[config.mk]
export PLATFORM = sky130hd
export DESIGN_NAME = eaddr_unit
export DESIGN_NICKNAME = d
export VERILOG_FILES = /design/src/rtl/eaddr_pkg.sv /design/src/rtl/eaddr_ctrl.sv /design/src/rtl/eaddr_dpath.sv /design/src/rtl/eaddr_unit.sv
export SDC_FILE = /design/constraint.sdc
export NUM_CORES = 1
export LEC_CHECK = 0
export ABC_AREA = 0
export BUFFER_PORTS_ARGS = -buffer_cell sky130_fd_sc_hd__buf_4
export CORE_ASPECT_RATIO = 1.2
export CORE_UTILIZATION = 51
export CTS_CLUSTER_DIAMETER = 100
export DETAILED_ROUTE_END_ITERATION = 8
export PLACE_DENSITY = 0.72
export SYNTH_ARGS = -nofsm -noshare
export SYNTH_HDL_FRONTEND = slang
export SYNTH_SLANG_ARGS = --single-unit
[constraint.sdc]
create_clock -name clk -period 14.28 [get_ports clk]
set_clock_uncertainty 0.1 [all_clocks]
set_input_delay 1.428 -clock clk [delete_from_list [all_inputs] [get_ports clk]]
set_output_delay 1.428 -clock clk [all_outputs]
set_load 0.02 [all_outputs]
[src/rtl/eaddr_pkg.sv]
package eaddr_pkg;
  localparam int ADDR_W = 24;
  localparam int WORD_W = 16;
  localparam int BYTE_W = 8;
  localparam int MODE_W = 5;
  localparam int PTR_MAX = 3;
  localparam int IDX_W = $clog2(PTR_MAX + 1);

  localparam logic [MODE_W-1:0] MD_IMM8   = 5'd0;
  localparam logic [MODE_W-1:0] MD_IMM16  = 5'd1;
  localparam logic [MODE_W-1:0] MD_REL8   = 5'd2;
  localparam logic [MODE_W-1:0] MD_REL16  = 5'd3;
  localparam logic [MODE_W-1:0] MD_DP     = 5'd4;
  localparam logic [MODE_W-1:0] MD_DPX    = 5'd5;
  localparam logic [MODE_W-1:0] MD_DPY    = 5'd6;
  localparam logic [MODE_W-1:0] MD_ABS    = 5'd7;
  localparam logic [MODE_W-1:0] MD_ABSX   = 5'd8;
  localparam logic [MODE_W-1:0] MD_ABSY   = 5'd9;
  localparam logic [MODE_W-1:0] MD_LNG    = 5'd10;
  localparam logic [MODE_W-1:0] MD_LNGX   = 5'd11;
  localparam logic [MODE_W-1:0] MD_DPI    = 5'd12;
  localparam logic [MODE_W-1:0] MD_DPIY   = 5'd13;
  localparam logic [MODE_W-1:0] MD_DPXI   = 5'd14;
  localparam logic [MODE_W-1:0] MD_DPIL   = 5'd15;
  localparam logic [MODE_W-1:0] MD_DPILY  = 5'd16;
  localparam logic [MODE_W-1:0] MD_AI     = 5'd17;
  localparam logic [MODE_W-1:0] MD_AXI    = 5'd18;
  localparam logic [MODE_W-1:0] MD_AIL    = 5'd19;
  localparam logic [MODE_W-1:0] MD_STK    = 5'd20;
  localparam logic [MODE_W-1:0] MD_STKIY  = 5'd21;
  localparam logic [MODE_W-1:0] MD_LAST   = MD_STKIY;

  typedef enum logic [1:0] {ACC_READ, ACC_WRITE, ACC_MODIFY, ACC_JUMP} accE;

  typedef struct packed {
    logic             load;
    logic             capture;
    logic [IDX_W-1:0] byteIdx;
    logic             finish;
  } ctrlS;

  function automatic logic [IDX_W-1:0] ptrLen(input logic [MODE_W-1:0] m);
    case (m)
      MD_DPI, MD_DPIY, MD_DPXI, MD_AI, MD_AXI, MD_STKIY: ptrLen = IDX_W'(2);
      MD_DPIL, MD_DPILY, MD_AIL:                         ptrLen = IDX_W'(3);
      default:                                           ptrLen = '0;
    endcase
  endfunction

  function automatic logic [1:0] pcStep(input logic [MODE_W-1:0] m);
    case (m)
      MD_IMM8, MD_REL8, MD_DP, MD_DPX, MD_DPY, MD_DPI, MD_DPIY, MD_DPXI,
      MD_DPIL, MD_DPILY, MD_STK, MD_STKIY:                   pcStep = 2'd1;
      MD_IMM16, MD_REL16, MD_ABS, MD_ABSX, MD_ABSY, MD_AI,
      MD_AXI, MD_AIL:                                        pcStep = 2'd2;
      MD_LNG, MD_LNGX:                                       pcStep = 2'd3;
      default:                                               pcStep = 2'd0;
    endcase
  endfunction
endpackage

[src/rtl/eaddr_ctrl.sv]
module eaddr_ctrl
  import eaddr_pkg::*;
(
  input  logic              clk,
  input  logic              rstN,
  input  logic              start,
  input  logic [MODE_W-1:0] mode,
  input  logic              memAck,
  output logic              memReq,
  output ctrlS              ctrl
);
  typedef enum logic [1:0] {ST_IDLE, ST_FETCH, ST_WRAP} stateE;

  stateE            state;
  logic [IDX_W-1:0] byteCnt;
  logic [IDX_W-1:0] lenQ;
  logic [IDX_W-1:0] acksSeen;

  always_comb begin
    ctrl         = '0;
    ctrl.byteIdx = byteCnt;
    ctrl.load    = (state == ST_IDLE) && start;
    ctrl.capture = (state == ST_FETCH) && memAck;
    ctrl.finish  = (state == ST_WRAP);
    memReq       = (state == ST_FETCH);
  end

  always_ff @(posedge clk or negedge rstN) begin
    if (!rstN) begin
      state   <= ST_IDLE;
      byteCnt <= '0;
      lenQ    <= '0;
    end else begin
      case (state)
        ST_IDLE: if (start) begin
          lenQ    <= ptrLen(mode);
          byteCnt <= '0;
          state   <= (ptrLen(mode) != '0) ? ST_FETCH : ST_WRAP;
        end
        ST_FETCH: if (memAck) begin
          if (byteCnt == lenQ - IDX_W'(1)) state <= ST_WRAP;
          else byteCnt <= byteCnt + IDX_W'(1);
        end
        default: state <= ST_IDLE;
      endcase
    end
  end

  // count of completed transfers per request, for the check below
  always_ff @(posedge clk or negedge rstN) begin
    if (!rstN) acksSeen <= '0;
    else if (ctrl.load) acksSeen <= '0;
    else if (ctrl.capture) acksSeen <= acksSeen + IDX_W'(1);
  end

  assert_req_hold_R12: assert property (@(posedge clk) disable iff (!rstN)
    memReq && !memAck |=> memReq);
  assert_fetch_count_R12: assert property (@(posedge clk) disable iff (!rstN)
    ctrl.finish |-> acksSeen == lenQ);
  assert_busy_ignore_R13: assert property (@(posedge clk) disable iff (!rstN)
    start && state != ST_IDLE |=> state != ST_IDLE || $past(state) == ST_WRAP);
endmodule

[src/rtl/eaddr_dpath.sv]
module eaddr_dpath
  import eaddr_pkg::*;
(
  input  logic              clk,
  input  logic              rstN,
  input  ctrlS              ctrl,
  input  logic [MODE_W-1:0] mode,
  input  logic [1:0]        access,
  input  logic [BYTE_W-1:0] opByte0,
  input  logic [BYTE_W-1:0] opByte1,
  input  logic [BYTE_W-1:0] opByte2,
  input  logic [WORD_W-1:0] regD,
  input  logic [WORD_W-1:0] regS,
  input  logic [WORD_W-1:0] regX,
  input  logic [WORD_W-1:0] regY,
  input  logic [BYTE_W-1:0] regDb,
  input  logic [BYTE_W-1:0] regPb,
  input  logic [WORD_W-1:0] regPc,
  input  logic              emuMode,
  input  logic [BYTE_W-1:0] memRdata,
  output logic [ADDR_W-1:0] memAddr,
  output logic              done,
  output logic [ADDR_W-1:0] effAddr,
  output logic [WORD_W-1:0] nextPc,
  output logic [BYTE_W-1:0] openBus
);
  logic [MODE_W-1:0] modeQ;
  logic [1:0]        accQ;
  logic [ADDR_W-1:0] opndQ;
  logic [WORD_W-1:0] dQ, sQ, xQ, yQ, pcQ;
  logic [BYTE_W-1:0] dbQ, pbQ;
  logic              emuQ;
  logic [ADDR_W-1:0] ptrW;

  always_ff @(posedge clk or negedge rstN) begin
    if (!rstN) begin
      modeQ <= '0; accQ <= '0; opndQ <= '0; emuQ <= 1'b0;
      dQ <= '0; sQ <= '0; xQ <= '0; yQ <= '0; pcQ <= '0; dbQ <= '0; pbQ <= '0;
    end else if (ctrl.load) begin
      modeQ <= mode; accQ <= access; opndQ <= {opByte2, opByte1, opByte0};
      emuQ <= emuMode; dQ <= regD; sQ <= regS; xQ <= regX; yQ <= regY;
      pcQ <= regPc; dbQ <= regDb; pbQ <= regPb;
    end
  end

  // one capture lane per pointer byte
  for (genvar g = 0; g < PTR_MAX; g++) begin : gLane
    logic [BYTE_W-1:0] laneQ;
    always_ff @(posedge clk or negedge rstN) begin
      if (!rstN) laneQ <= '0;
      else if (ctrl.load) laneQ <= '0;
      else if (ctrl.capture && ctrl.byteIdx == IDX_W'(g)) laneQ <= memRdata;
    end
    assign ptrW[g*BYTE_W +: BYTE_W] = laneQ;
  end

  logic [BYTE_W-1:0] op8;
  logic [WORD_W-1:0] op16, dpBase, dpX, dpY, stkLoc, pcAfter;
  logic [ADDR_W-1:0] ptrBase, dbWord, addrC;
  logic [1:0]        step;
  logic [IDX_W-1:0]  len;
  logic              isRd;
  logic [BYTE_W-1:0] lastOp, obC;

  always_comb begin
    op8     = opndQ[BYTE_W-1:0];
    op16    = opndQ[WORD_W-1:0];
    dpBase  = dQ + {8'h00, op8};
    dpX     = dpBase + xQ;
    dpY     = dpBase + yQ;
    stkLoc  = sQ + {8'h00, op8};
    step    = pcStep(modeQ);
    len     = ptrLen(modeQ);
    pcAfter = pcQ + {14'b0, step};
    dbWord  = {dbQ, ptrW[WORD_W-1:0]};

    case (modeQ)
      MD_DPXI:  ptrBase = {8'h00, dpX};
      MD_AI,
      MD_AIL:   ptrBase = {8'h00, op16};
      MD_AXI:   ptrBase = {pbQ, op16 + xQ};
      MD_STKIY: ptrBase = {8'h00, stkLoc};
      default:  ptrBase = {8'h00, dpBase};
    endcase
    memAddr = ptrBase + ADDR_W'(ctrl.byteIdx);

    case (modeQ)
      MD_IMM8, MD_IMM16: addrC = {pbQ, pcQ};
      MD_REL8:  addrC = {8'h00, pcAfter + {{8{op8[7]}}, op8}};
      MD_REL16: addrC = {8'h00, pcAfter + op16};
      MD_DP:    addrC = {8'h00, dpBase};
      MD_DPX:   addrC = emuQ ? {16'h0000, dpX[7:0]} : {8'h00, dpX};
      MD_DPY:   addrC = emuQ ? {16'h0000, dpY[7:0]} : {8'h00, dpY};
      MD_ABS:   addrC = {dbQ, op16};
      MD_ABSX:  addrC = {dbQ, op16} + {8'h00, xQ};
      MD_ABSY:  addrC = {dbQ, op16} + {8'h00, yQ};
      MD_LNG:   addrC = opndQ;
      MD_LNGX:  addrC = opndQ + {8'h00, xQ};
      MD_DPI, MD_DPXI: addrC = dbWord;
      MD_DPIY, MD_STKIY: addrC = dbWord + {8'h00, yQ};
      MD_DPIL, MD_AIL: addrC = ptrW;
      MD_DPILY: addrC = ptrW + {8'h00, yQ};
      MD_AI, MD_AXI: addrC = {pbQ, ptrW[WORD_W-1:0]};
      MD_STK:   addrC = {8'h00, stkLoc};
      default:  addrC = '0;
    endcase

    isRd   = (accQ == ACC_READ) || (accQ == ACC_MODIFY);
    lastOp = (step == 2'd3) ? opndQ[23:16] : (step == 2'd2) ? opndQ[15:8] : op8;
    obC    = openBus;
    if (len != '0) begin
      if (!isRd) obC = lastOp;
      else obC = (len == IDX_W'(3)) ? ptrW[23:16] : ptrW[15:8];
    end else if (modeQ >= MD_DP && modeQ <= MD_STK && isRd) begin
      obC = lastOp;
    end
  end

  always_ff @(posedge clk or negedge rstN) begin
    if (!rstN) begin
      done <= 1'b0; effAddr <= '0; nextPc <= '0; openBus <= '0;
    end else begin
      done <= ctrl.finish;
      if (ctrl.finish) begin
        effAddr <= addrC;
        nextPc  <= pcAfter;
        openBus <= obC;
      end
    end
  end

  assert_done_pulse_R13: assert property (@(posedge clk) disable iff (!rstN)
    done |=> !done);
  assert_unknown_zero_R14: assert property (@(posedge clk) disable iff (!rstN)
    done && modeQ > MD_LAST |-> effAddr == '0 && nextPc == pcQ);
  assert_bank_zero_R1: assert property (@(posedge clk) disable iff (!rstN)
    done && (modeQ == MD_DP || modeQ == MD_DPX || modeQ == MD_DPY || modeQ == MD_STK)
    |-> effAddr[23:16] == 8'h00);
  assert_ob_keep_R11: assert property (@(posedge clk) disable iff (!rstN)
    done && modeQ <= MD_REL16 |-> openBus == $past(openBus));
endmodule

[src/rtl/eaddr_unit.sv]
module eaddr_unit
  import eaddr_pkg::*;
(
  input  logic              clk,
  input  logic              rstN,
  input  logic              start,
  input  logic [4:0]        mode,
  input  logic [1:0]        access,
  input  logic [7:0]        opByte0,
  input  logic [7:0]        opByte1,
  input  logic [7:0]        opByte2,
  input  logic [15:0]       regD,
  input  logic [15:0]       regS,
  input  logic [15:0]       regX,
  input  logic [15:0]       regY,
  input  logic [7:0]        regDb,
  input  logic [7:0]        regPb,
  input  logic [15:0]       regPc,
  input  logic              emuMode,
  output logic              memReq,
  output logic [23:0]       memAddr,
  input  logic [7:0]        memRdata,
  input  logic              memAck,
  output logic              done,
  output logic [23:0]       effAddr,
  output logic [15:0]       nextPc,
  output logic [7:0]        openBus
);
  ctrlS ctrl;

  eaddr_ctrl u_ctrl (
    .clk(clk), .rstN(rstN), .start(start), .mode(mode),
    .memAck(memAck), .memReq(memReq), .ctrl(ctrl)
  );

  eaddr_dpath u_dpath (
    .clk(clk), .rstN(rstN), .ctrl(ctrl), .mode(mode), .access(access),
    .opByte0(opByte0), .opByte1(opByte1), .opByte2(opByte2),
    .regD(regD), .regS(regS), .regX(regX), .regY(regY),
    .regDb(regDb), .regPb(regPb), .regPc(regPc), .emuMode(emuMode),
    .memRdata(memRdata), .memAddr(memAddr), .done(done),
    .effAddr(effAddr), .nextPc(nextPc), .openBus(openBus)
  );

  assert_addr_hold_R12: assert property (@(posedge clk) disable iff (!rstN)
    memReq && !memAck |=> $stable(memAddr));
  assert_no_req_done_R13: assert property (@(posedge clk) disable iff (!rstN)
    done |-> !memReq);
endmodule

==> impl_metrics.yaml <==
setup_path:
  worstSetupPathType: "reg2out"
  crit_chain: "ha_1 -> and3_1 -> a22oi_1 -> a21o_1 -> nor2_1 -> xnor2_1 -> inv_1 -> ha_1 -> nand4_1 -> nor4_1 -> a2111oi_0 -> o21ai_0 -> nor3_1 -> a32oi_2 -> nand4_2 -> or4_1 -> a21oi_1 -> buf_4"
  arrival_ns: 6.78
  cp_data_required_time_ns: 12.75
  cpMostUsedCell: "ha_1"
  critical_path.top_delay_family: "simple AND/OR/NAND/NOR gates"
  cp-end-kind: "output port"
  crit_fanout: 12
  critPathBufInv: 2
  worst_setup_path_start_kind: "register"
  slowest_delay_ns: 0.92
  crit_slowest_cell: "dfrtp_1"
route:
  routed_wl_mm: 64.74
  routedWlPerCell_um: 26.27
  drc_errors: 0
  vias_per_cell: 6.589
  dr.pass1.iters: 8
  drtAntennaViolNets: 0
  initialDrtViolationCount: 1726
  num_vias: 16240
run:
  cap_violations: 0
floorplanning:
  core_area_um2: 32430
  row_count: 72
  start_util_pct: 52.02
  die_area_um2: 33820
  ios: 214
  die_x_um: 168.0
  die_y_um: 201.2
clock_tree:
  htreeDepth: 1
  cts_buffers: 23
  clock-sinks: 206
  cts_resized: 0
  ctsLongestPathBuffers: 3
  clock_latency_ns: 0.57
  cts_root_buffer: "clkbuf_16"
  cts_tree: "built"
  clk_pin_slew_ns: 0.06
  postCtsSetupBuffers: 0
  ctsHoldBuffers: 0
sta:
  post-route-period-util_pct: 58.21
  rsz0062_at_grt: "no"
  fmax_mhz: 120.3
  setup_viol: 0
  max-slew-margin-rel_pct: 13.65
  finalMaxSlewViolations: 0
  worst_pin_slew_ns: 1.263
  fin_crit_ns: 8.312
  finalHoldViolCount: 0
  fin_setup_tns_ns: 0
grt:
  grt.busiest_layer: "met2"
  grt_util_met1_pct: 49.60
  globalRouteMet3Util_pct: 6.432
  grt_max_degree: 168
  antenna_found_initial: 0
  met2_usage_pct: 61.09
  grt_pass1_vias: 15880
  grt_first_pass_wirelength_mm: 96.99
  grt_overflow: 0
  grt_usage_pct: 38.17
synthesis:
  synth_nets: 2128
  synth-edff-count: 0
  yosys_warnings: 0
  synth_cell_types: 110
  yosys.cell_count.top_type: "nand2_1"
  synth_flop_cell: "dfrtp_1"
  yosysTopAreaCellShare_pct: 30.55
  ys_ff_latch: 206
  ys_seq_area_share_pct: 30.55
  async_flop_share_pct: 100.0
  synth_top_area_cell: "dfrtp_1"
  synth.area.top_cells: "dfrtp_1 (31%), mux2_2 (9.7%), ha_1 (8.2%), nand2_1 (5.2%), a21oi_1 (4.4%)"
  synth_cells: 1869
  syn_area_per_cell_um2: 9.027
  yosys-top-cells-count: "nand2_1 (232), dfrtp_1 (206), a21oi_1 (148)"
  synth_area_um2: 16870
layout:
  fill_cells: 2915
  nNetsFinal: 2299
  drive_above_1_share_pct: 23.15
  syn_to_final_growth_pct: 15.99
place:
  dp.final_hpwl_mm: 49.04
  gp_congestion: 1.014
  port_buffers: 212
min_path:
  hold_path.class: "reg2reg"
outcome:
  outcome: "completed"
placed cells by master, fill, tap and decap left out, types with 26 or more instances in the layout:
cell type    n
nand3_1     42
xnor2_1     76
buf_4      229
nor2_1      99
inv_1       45
a21oi_1    148
mux2_2     145
nand2_1    232
ha_1       110
a21o_1      37
dfrtp_1    206
nor3_1      38
o21ai_0     77
a22oi_1     26
xor2_1      50
final cells by class:
type | count | area (um^2) | area share, %
Antenna cell | 1 | 2.502 | 0.01279
Clock buffer | 33 | 673.1 | 3.440
Clock inverter | 8 | 111.4 | 0.5691
Inverter | 47 | 176.4 | 0.9015
Multi-Input combinational cell | 1531 | 11190 | 57.17
Sequential cell | 206 | 5155 | 26.34
Tap cell | 407 | 509.2 | 2.602
Timing Repair Buffer | 231 | 1753 | 8.958
tightest hold or removal path: cells and delay by family (launching register included):
kind	cells	cell delay, ns
simple gates	2	0.10
flops	1	0.34
sequential cells by signal, summed over array words and instances (netlist names), 16 cells and up:
register,flops
u_dpath.effAddr,24
u_dpath.gLane.laneQ,24
u_dpath.opndQ,24
u_dpath.dQ,16
u_dpath.nextPc,16
u_dpath.pcQ,16
u_dpath.sQ,16
u_dpath.xQ,16
u_dpath.yQ,16
worst paths after layout:
check | slack (ns) | from | end | cells past startpoint
hold reg to reg | 0.37 | u_dpath.nextPc[10] | u_dpath.nextPc[10] | 2
setup reg to reg | 7.59 | u_dpath.modeQ[2] | u_dpath.effAddr[15] | 17
hold / removal | 0.37 | u_dpath.nextPc[10] | u_dpath.nextPc[10] | 2
min in group asynchronous | 0.82 | rstN | u_dpath.yQ[5] | 1
setup / recovery | 5.97 | u_dpath.opndQ[5] | memAddr[19] | 18
max in group asynchronous | 11.86 | rstN | u_dpath.pbQ[0] | 2
logic make-up after synthesis:
logic type	synth area share, %
simple gates	16.81
compound gates	22.35
flops	30.55
mux	11.10
buf+inv	3.330
xor+xnor	6.638
fa+ha+maj	9.226
routing by layer:
metal / vias up / wire, um
li1: 7309 / -
met1: 7866 / 25700
met2: 852 / 29420
met3: 208 / 6063
met4: 0 / 3554
met5: - / 0
through the flow:
| step | setup slack (ns) | hold slack (ns) | util (%) | std cells | cell area (um^2) |
|---|---|---|---|---|---|
| after floorplan | 8.230 | 0.3625 | - | 1869 | 16870 |
| after global placement | 6.845 | 0.3629 | 57.91 | 2422 | 18780 |
| after detailed placement | 6.844 | 0.3639 | 57.91 | 2422 | 18780 |
| after CTS | 6.236 | 0.3788 | 60.33 | 2463 | 19570 |
| after global routing | 5.938 | 0.4055 | 60.33 | 2463 | 19570 |
| final | 5.968 | 0.3714 | 60.34 | 2464 | 19570 |
Power is not shown: default switching activity piles up to over one toggle a cycle in this logic, so the estimate is an artifact.
